--- src/rtl/fcnt_pkg.sv ---
package fcnt_pkg;

    localparam int unsigned FC_PRE_BITS = 8;
    localparam int unsigned FC_SHIFT_W  = 4;

    typedef enum logic [2:0] {
        ST_IDLE,
        ST_COARSE,
        ST_FINE,
        ST_AUTO,
        ST_EVAL
    } fc_state_e;

    typedef struct packed {
        logic low_rem;
        logic drift_early;
        logic drift_late;
    } fc_flags_t;

    // Prescaler bits that must all be set before the main counter steps.
    function automatic logic [FC_PRE_BITS-1:0] fc_mask(input logic [FC_SHIFT_W-1:0] sh);
        return ~({FC_PRE_BITS{1'b1}} << sh);
    endfunction

endpackage

--- src/rtl/fcnt_edge.sv ---
module fcnt_edge (
    input  logic clk,
    input  logic rst,
    input  logic sig_i,
    output logic rise_o
);
    logic sig_q;

    always_ff @(posedge clk) begin
        if (rst) sig_q <= 1'b0;
        else     sig_q <= sig_i;
    end

    assign rise_o = sig_i & ~sig_q;
endmodule

--- src/rtl/fcnt_scaler.sv ---
module fcnt_scaler
    import fcnt_pkg::*;
#(
    parameter int unsigned CW    = 16,
    parameter int unsigned LIM_W = 16
) (
    input  logic                  clk,
    input  logic                  rst,
    input  logic                  clr_i,
    input  logic                  rise_i,
    input  logic [FC_SHIFT_W-1:0] shift_i,
    output logic [CW-1:0]         cnt_o,
    output logic                  ovf_o
);
    logic [FC_PRE_BITS-1:0] pre_q;
    logic [FC_PRE_BITS-1:0] mask;
    logic                   step;

    assign mask = fc_mask(shift_i);
    assign step = rise_i && ((pre_q & mask) == mask);

    always_ff @(posedge clk) begin
        if (rst || clr_i) begin
            pre_q <= '0;
            cnt_o <= '0;
            ovf_o <= 1'b0;
        end else if (rise_i) begin
            pre_q <= pre_q + 1'b1;
            if (step) begin
                cnt_o <= cnt_o + 1'b1;
                if (&cnt_o[LIM_W-1:0]) ovf_o <= 1'b1;
            end
        end
    end
endmodule

--- src/rtl/fcnt_gate.sv ---
module fcnt_gate #(
    parameter int unsigned GATE_TICKS = 100,
    parameter int unsigned CAP_OFS    = 1
) (
    input  logic       clk,
    input  logic       rst,
    input  logic       run_i,
    input  logic       clr_i,
    input  logic       tick_i,
    output logic [2:0] hit_o
);
    localparam int unsigned TW = $clog2(GATE_TICKS + CAP_OFS + 1);
    localparam int unsigned MARK [3] = '{GATE_TICKS - CAP_OFS, GATE_TICKS, GATE_TICKS + CAP_OFS};

    logic [TW-1:0] tcnt_q;
    logic [TW-1:0] nxt;

    assign nxt = tcnt_q + 1'b1;

    always_ff @(posedge clk) begin
        if (rst || clr_i)          tcnt_q <= '0;
        else if (run_i && tick_i)  tcnt_q <= nxt;
    end

    for (genvar g = 0; g < 3; g++) begin : g_mark
        assign hit_o[g] = run_i && tick_i && (nxt == TW'(MARK[g]));
    end
endmodule

--- src/rtl/twopass_freq_counter.sv ---
module twopass_freq_counter
    import fcnt_pkg::*;
#(
    parameter int unsigned CNT_W      = 16,
    parameter int unsigned GATE_TICKS = 100,
    parameter int unsigned CAP_OFS    = 1,
    parameter int unsigned LOW_THR    = 4
) (
    input  logic               clk,
    input  logic               rst,
    input  logic               sig_i,
    input  logic               ref_tick_i,
    input  logic               start_i,
    input  logic               autorange_i,
    output logic [CNT_W+7:0]   count_o,
    output logic               valid_o,
    output logic               err_o
);
    localparam int unsigned CW = (CNT_W > FC_PRE_BITS) ? CNT_W : FC_PRE_BITS;
    localparam int unsigned OW = CNT_W + FC_PRE_BITS;

    fc_state_e              state_q;
    logic [FC_SHIFT_W-1:0]  shift_q;
    logic                   auto_q;
    logic                   ovf_q;
    logic [FC_PRE_BITS-1:0] rem_q;
    logic [CNT_W-1:0]       cap_q [3];

    logic                   rise;
    logic [CW-1:0]          main_cnt;
    logic                   main_ovf;
    logic [2:0]             hit;
    logic                   run;
    logic                   retry;
    logic                   clr;
    fc_flags_t              flags;
    logic                   two_err;
    logic [OW-1:0]          two_val;
    logic [OW-1:0]          auto_val;

    assign run   = (state_q == ST_COARSE) || (state_q == ST_FINE) || (state_q == ST_AUTO);
    assign retry = (state_q == ST_AUTO) && hit[1] && main_ovf && (shift_q < FC_SHIFT_W'(FC_PRE_BITS));
    assign clr   = ((state_q == ST_IDLE) && start_i) || ((state_q == ST_COARSE) && hit[2]) || retry;

    fcnt_edge i_edge (
        .clk    (clk),
        .rst    (rst),
        .sig_i  (sig_i),
        .rise_o (rise)
    );

    fcnt_scaler #(.CW(CW), .LIM_W(CNT_W)) i_scaler (
        .clk     (clk),
        .rst     (rst),
        .clr_i   (clr),
        .rise_i  (rise),
        .shift_i (shift_q),
        .cnt_o   (main_cnt),
        .ovf_o   (main_ovf)
    );

    fcnt_gate #(.GATE_TICKS(GATE_TICKS), .CAP_OFS(CAP_OFS)) i_gate (
        .clk    (clk),
        .rst    (rst),
        .run_i  (run),
        .clr_i  (clr),
        .tick_i (ref_tick_i),
        .hit_o  (hit)
    );

    // Coarse snapshots: early, at close, late. Slot 1 also keeps the autorange count.
    for (genvar g = 0; g < 3; g++) begin : g_cap
        logic take;
        assign take = ((state_q == ST_COARSE) && hit[g]) ||
                      ((g == 1) && (state_q == ST_AUTO) && hit[g]);
        always_ff @(posedge clk) begin
            if (rst)       cap_q[g] <= '0;
            else if (take) cap_q[g] <= main_cnt[CNT_W-1:0];
        end
    end

    always_comb begin
        flags.low_rem     = rem_q < FC_PRE_BITS'(LOW_THR);
        flags.drift_early = cap_q[0] != cap_q[1];
        flags.drift_late  = cap_q[1] != cap_q[2];
        two_err           = |flags;
        two_val           = {cap_q[1], (two_err ? '0 : rem_q)};
        auto_val          = OW'(cap_q[1]) << shift_q;
    end

    always_ff @(posedge clk) begin
        if (rst) begin
            state_q <= ST_IDLE;
            shift_q <= '0;
            auto_q  <= 1'b0;
            ovf_q   <= 1'b0;
            rem_q   <= '0;
            count_o <= '0;
            err_o   <= 1'b0;
            valid_o <= 1'b0;
        end else begin
            valid_o <= 1'b0;
            case (state_q)
                ST_IDLE: begin
                    if (start_i) begin
                        auto_q  <= autorange_i;
                        state_q <= autorange_i ? ST_AUTO : ST_COARSE;
                        shift_q <= autorange_i ? '0 : FC_SHIFT_W'(FC_PRE_BITS);
                    end
                end
                ST_COARSE: begin
                    if (hit[2]) begin
                        state_q <= ST_FINE;
                        shift_q <= '0;
                    end
                end
                ST_FINE: begin
                    if (hit[1]) begin
                        rem_q   <= main_cnt[FC_PRE_BITS-1:0];
                        state_q <= ST_EVAL;
                    end
                end
                ST_AUTO: begin
                    if (hit[1]) begin
                        if (retry) begin
                            shift_q <= shift_q + 1'b1;
                        end else begin
                            ovf_q   <= main_ovf;
                            state_q <= ST_EVAL;
                        end
                    end
                end
                ST_EVAL: begin
                    valid_o <= 1'b1;
                    state_q <= ST_IDLE;
                    if (auto_q) begin
                        count_o <= ovf_q ? '1 : auto_val;
                        err_o   <= ovf_q;
                    end else begin
                        count_o <= two_val;
                        err_o   <= two_err;
                    end
                end
                default: state_q <= ST_IDLE;
            endcase
        end
    end
endmodule

--- config.mk ---
export PLATFORM = sky130hd
export DESIGN_NAME = twopass_freq_counter
export DESIGN_NICKNAME = d
export VERILOG_FILES = /design/src/rtl/fcnt_pkg.sv /design/src/rtl/fcnt_edge.sv /design/src/rtl/fcnt_scaler.sv /design/src/rtl/fcnt_gate.sv /design/src/rtl/twopass_freq_counter.sv
export SDC_FILE = /design/constraint.sdc
export NUM_CORES = 1
export LEC_CHECK = 0
export CORE_MARGIN = 4
export CORE_UTILIZATION = 50
export CTS_CLUSTER_DIAMETER = 60
export DETAILED_ROUTE_END_ITERATION = 16
export DONT_BUFFER_PORTS = 1
export PLACE_DENSITY = 0.64
export REMOVE_ABC_BUFFERS = 1
export SLEW_MARGIN = 20
export SYNTH_ARGS = -nofsm -noshare
export SYNTH_HDL_FRONTEND = slang
export SYNTH_HIERARCHICAL = 1
export SYNTH_SLANG_ARGS = --single-unit
--- constraint.sdc ---
create_clock -name clk -period 3.4 [get_ports clk]
set_input_delay 0.68 -clock clk [delete_from_list [all_inputs] [get_ports clk]]
set_output_delay 0.68 -clock clk [all_outputs]
set_load 0.005 [all_outputs]
After elaboration in Yosys (flattened, before gate mapping)

Memories as Yosys holds them, arrays and structs flattened.
Cells that the tools add are included.

Memories kept: 1
Input port bits: 6
Bits in writable memories: 48
Word-level logic and storage cells: 106
Output and inout port bits: 26
Register bits: 76

Multiplexer cells: 32
Magnitude comparators: 2
Bitwise gates (word level): 8
Shift operators: 2
Add/subtract/negate cells: 4
Reductions and logical operators: 28
Equality and inequality tests: 16

Memory list:

| name  | words | width | read ports | clocked after memory_dff | write ports | RTL line                   | text |
|---|---|---|---|---|---|---|---|
| cap_q | 3     | 16    | 3          | 0                        | 3           | twopass_freq_counter.sv:27 | `logic [CNT_W-1:0] cap_q [3];` |

Operators by type and width:

| operator              | count |
|---|---|
| $mux 16               | 3 |
| $mux 24               | 2 |
| $ne 16x16->1          | 2 |
| $shl 16x4->24         | 1 |
| $eq 7x7->1 const B    | 3 |
| $mux 4                | 5 |
| $reduce_and 18->1     | 1 |
| $add 16x1->16 const B | 1 |
| $mux 3                | 5 |
| $mux 1                | 13 |
| $logic_and 1x1->1     | 12 |
| $ne 2x2->1 const B    | 6 |
| $pmux 3 s4            | 1 |
| $pmux 4 s3            | 1 |
| $reduce_and 5->1      | 2 |
| $add 8x1->8 const B   | 1 |
| $and 8x8->8           | 1 |
| $eq 8x8->1            | 1 |
| $lt 8x3->1 const B    | 1 |
| $mux 8                | 1 |
| $not 8->8             | 1 |
| $shl 8x4->8 const A   | 1 |
| $add 7x1->7 const B   | 1 |
| $eq 3x2->1 const B    | 2 |
| 14 further kinds      | 24 |

Depth between registers and ports, before layout

Depth after elaboration: 11
Depth in mapped cells: 13

Hierarchy

The synthesis kept the hierarchy.

Modules (own cells, without submodules):

| module               | cells each | area each (um^2) | sequential area each (um^2) | instances |
|---|---|---|---|---|
| twopass_freq_counter | 502        | 5089.9           | 2302.2                      | 1 |
| fcnt_scaler          | 137        | 1192.4           | 500.5                       | 1 |
| fcnt_gate            | 56         | 483.0            | 140.1                       | 1 |
| fcnt_edge            | 3          | 47.5             | 20.0                        | 1 |

Worst setup path before layout

No wires, ideal clock.

Kind: register -> register
Start point: register i_gate.tcnt_q[1]
End point: memory cap_q[0][0], enable pin
Required time: 2.989 ns
Setup time: 0.411 ns
Cell stages (with the launch flop): 8
Buffers on the path: 0
Path slack: 0.468 ns
Arrival time: 2.520 ns
Path through: dfxtp_1 > ha_1 > xor2_1 > nor3_2 > o22ai_2 > nor4_2 > nand2_1 > o21ai_0

RTL lines:

| what                   | RTL line                   | text |
|---|---|---|
| start, declared        | fcnt_gate.sv:15            | `logic [TW-1:0] tcnt_q;` |
| start signal, assigned | fcnt_gate.sv:22            | `else if (run_i && tick_i) tcnt_q <= nxt;` |
| end, declared          | twopass_freq_counter.sv:27 |  |

Final worst setup path

Start point: register state_q[1]
End point: register i_scaler.cnt_o[15]

Longest elaborated chain between the ends: 10

RTL lines:

| what                                            | RTL line                    | text |
|---|---|---|
| start, declared                                 | twopass_freq_counter.sv:22  | `fc_state_e state_q;` |
| start signal, assigned                          | twopass_freq_counter.sv:107 | `state_q <= autorange_i ? ST_AUTO : ST_COARSE;` |
| $eq 3x1->1 / $eq 3x2->1 (equally long branches) | twopass_freq_counter.sv:41  | `assign run = (state_q == ST_COARSE) \|\| (state_q == ST_FINE) \|\| (state_q == ST_AUTO);` |
| $logic_or 1x1->1                                | twopass_freq_counter.sv:41  |  |
| $logic_or 1x1->1 (*)                            | twopass_freq_counter.sv:41  |  |
| named net run                                   | twopass_freq_counter.sv:33  | `logic run;` |
| $logic_and 1x1->1 (*) (2 in series)             | fcnt_gate.sv:26             | `assign hit_o[g] = run_i && tick_i && (nxt == TW'(MARK[g]));` |
| named net hit[1]                                | twopass_freq_counter.sv:32  | `logic [2:0] hit;` |
| $logic_and 1x1->1 (*) (3 in series)             | twopass_freq_counter.sv:42  | `assign retry = (state_q == ST_AUTO) && hit[1] && main_ovf && (shift_q < FC_SHIFT_W'(FC_PRE_BITS));` |
| $logic_or 1x1->1 (*)                            | twopass_freq_counter.sv:43  | `assign clr = ((state_q == ST_IDLE) && start_i) \|\| ((state_q == ST_COARSE) && hit[2]) \|\| retry;` |
| named net clr                                   | twopass_freq_counter.sv:35  | `logic clr;` |
| $logic_or 1x1->1 (*)                            | fcnt_scaler.sv:23           | `if (rst \|\| clr_i) begin` |
| end signal, assigned                            | fcnt_scaler.sv:30           | `cnt_o <= cnt_o + 1'b1;` |
| end, declared                                   | fcnt_scaler.sv:12           | `output logic [CW-1:0] cnt_o,` |

Mark *: on every way through the listed nets, which the timed path passes. The rest lies on a longest branch.
A chain may end at the register's enable or synchronous reset.

==> summary.txt <==
Tcrit/Tclk final - 0.8972
Global route overflow - 0
CTS root buffer - clkbuf_16
Pleak - 2.595 nW
First-pass GRT wire length - 28.97 mm
Clock-pin slew on the worst setup and hold paths - 0.05 ns
Global Route Usage Sum - 0.2365
Final GP Congestion - 0.8999
Clock sink count - 124
Clk buf depth - 2
Routed WL - 18.23 mm
Status - completed
PostCTS Resize Cnt - 0
Initial core utilization - 0.5124
Max H-tree Level - 4
Die Span Y - 124.7 um
CTS tree - built
Synth area leader - dfxtp_1
Initial antenna violation count - 0
CP Data Required Time - 3.70 ns
Final Hold Vio Count - 0
Pwr/cell area - 495.6 nW/um^2
Vias - 5337
DRC - 0
Num CTS Buffers - 17
Placed Area - 6905 um^2
Met2 WL - 9.153 mm
Final nets - 697
Crit path DAT - 3.35 ns
DP Wirelength - 12.84 mm
Post-Route Setup TNS - 0 ns
Post-synth EDFFs - 48
# setup viols final - 0
Worst skew pair latency - 0.42 ns
Slew Limit Fails - 0
TritonRoute pass-1 iters - 5
Setup CP Type - flip-flop to flip-flop
Commonest non-fill, non-tap cells in the layout - dfxtp_1, nor2_1, edfxtp_1
Mean Syn Cell Area - 9.760 um^2
Vias per inst - 6.106
Yosys reg bits - 124
ANT nets after route - 0
Met3 routed WL - 999 um
Post-Route Utilization - 0.5638
Highest Clock Rate - 0.3278 GHz
Rows - 42
Slew HR - 0.2713
Cell area after synthesis - 6813 um^2
DR WL/cell - 20.86 um
Async set-reset flop share out of synthesis - 0
Core Box Area - 13300 um^2
Setup crit end kind - flip-flop
Pin count of the biggest net entering global routing - 33
Boundary pin count - 32
Post-CTS setup buffer count - 0
Most common cell after layout, fill and taps aside - dfxtp_1
Met1 wire length - 7.598 mm
Ys Warns - 6
Launching element type of the critical path - flip-flop
Hold buffers post-CTS - 0
Count of different cell masters after synthesis - 72
Worst VDD drop - 0.3161 mV
Synthesis-to-layout area growth - 10.03%
Die width - 124.7 um
Minimum clock period - 3.051 ns
Fin area - 7496 um^2
Max cap viols - 0
Largest cells by area after synthesis - dfxtp_1, edfxtp_1, mux2i_1, nor2_1, and2_1
Post-synthesis sequential area ratio - 0.4349
Cell count after synthesis - 698
Hold WC Path Type - input pin to flip-flop
Port Buf Inserts - 0
# diodes - 0
WHS - 0.3414 ns
Die area - 15560 um^2
Layout cell share with drive strength beyond 1 - 0.1275
1st-iter DRT viols - 625
Post-synth top area share - 0.2233
RSZ-0062 raised after global routing - no
Crit-path max FO - 12
Ys flop type - dfxtp_1
Worst-Margin Slew - 1.092 ns
Post-Route Skew - 0.01175 ns
Top sig layer - met4
Vias in the first global route - 5287
[per-layer routing]
layer  vias to the layer above  track usage
li1                       2518            -
met4                         0      0.09865
met2                       179       0.3979
met3                        39      0.05232
met5                         -            0
met1                      2601       0.2933
[cell type report]
class | count | area, um^2
Fill cell | 1181 | 5799
Multi-Input combinational cell | 518 | 3583
Sequential cell | 124 | 2963
Clock buffer | 21 | 440.4
Tap cell | 176 | 220.2
Clock inverter | 11 | 150.1
Timing Repair Buffer | 13 | 97.59
Inverter | 11 | 41.29
[cell usage after synthesis, types with 4 or more instances]
master,instances
nor3_1,16
xor2_1,19
o21ai_0,27
o21ai_1,10
a31oi_1,8
mux4_2,9
a22o_1,5
and2_1,37
buf_2,12
mux2i_1,29
o2111ai_1,5
dfxtp_1,76
o21a_1,6
o22ai_1,4
edfxtp_1,48
and3_1,28
nand2b_1,11
inv_1,9
ha_1,6
clkbuf_1,24
nand3_1,14
buf_6,4
or3_1,10
a211oi_1,4
nand4_1,25
a21oi_1,33
nor2_1,71
xnor2_1,22
mux2_2,13
nand2_1,42
nor3_2,4
[per-stage QoR]
| stage | total power (W) | instances | worst slack, ns |
|---|---|---|---|
| after floorplan | 0.001817 | 653 | 0.4555 |
| after global placement | 0.001894 | 842 | 0.5451 |
| after detailed placement | 0.001900 | 842 | 0.4038 |
| after CTS | 0.003740 | 874 | 0.4000 |
| after global routing | 0.003837 | 874 | 0.01336 |
| final | 0.003715 | 874 | 0.3494 |
[critical path, cell delays in order, from the launching register on]
cell and delay (ns):
dfxtp_1 0.56, nor2_1 0.07, nor2_1 0.24, nand3_1 0.25, nor4_2 0.45, nand4b_1 0.25, nor3b_2 0.37, nor3_2 0.13
inv_2 0.13, nor2_1 0.06, and2_1 0.16, mux2_2 0.26
[path summary, 6_finish.rpt]
| path | start | endpoint | slack (ns) | cells past startpoint |
|---|---|---|---|---|
| min reg2reg | i_scaler/pre_q[7] | i_scaler/pre_q[7] | 0.49 | 2 |
| max | state_q[1] | i_scaler/cnt_o[15] | 0.35 | 11 |
| min | rst | count_o[16] | 0.34 | 1 |
| max reg2reg | state_q[1] | i_scaler/cnt_o[15] | 0.35 | 11 |
[flip-flops by register name, indices dropped and copies added, names as in the netlist]
name / count
cap_q: 48
count_o: 24
i_scaler/cnt_o: 16
i_scaler/pre_q: 8
rem_q: 8
i_gate/tcnt_q: 7
shift_q: 4
state_q: 3
auto_q: 1
err_o: 1
i_edge/sig_q: 1
i_scaler/ovf_o: 1
ovf_q: 1
valid_o: 1
[kinds of logic after synthesis]
family,Yosys count,synth area share
AND/OR/NAND/NOR,292,0.2421
buffers and inverters,56,0.03912
adder cells (fa/ha/maj),6,0.01102
multiplexers,53,0.09936
flip-flops,124,0.4349
AO/OA/AOI/OAI,126,0.1208
XOR/XNOR,41,0.05271
[power by group]
part	total (W)	internal, W	switching [W]
combinational	0.000222	0.0000873	0.000135
sequential	0.00165	0.00158	0.0000691
clock	0.00184	0.00121	0.000632
total	0.00372	0.00288	0.000836
(Power assumes the default switching activity.)
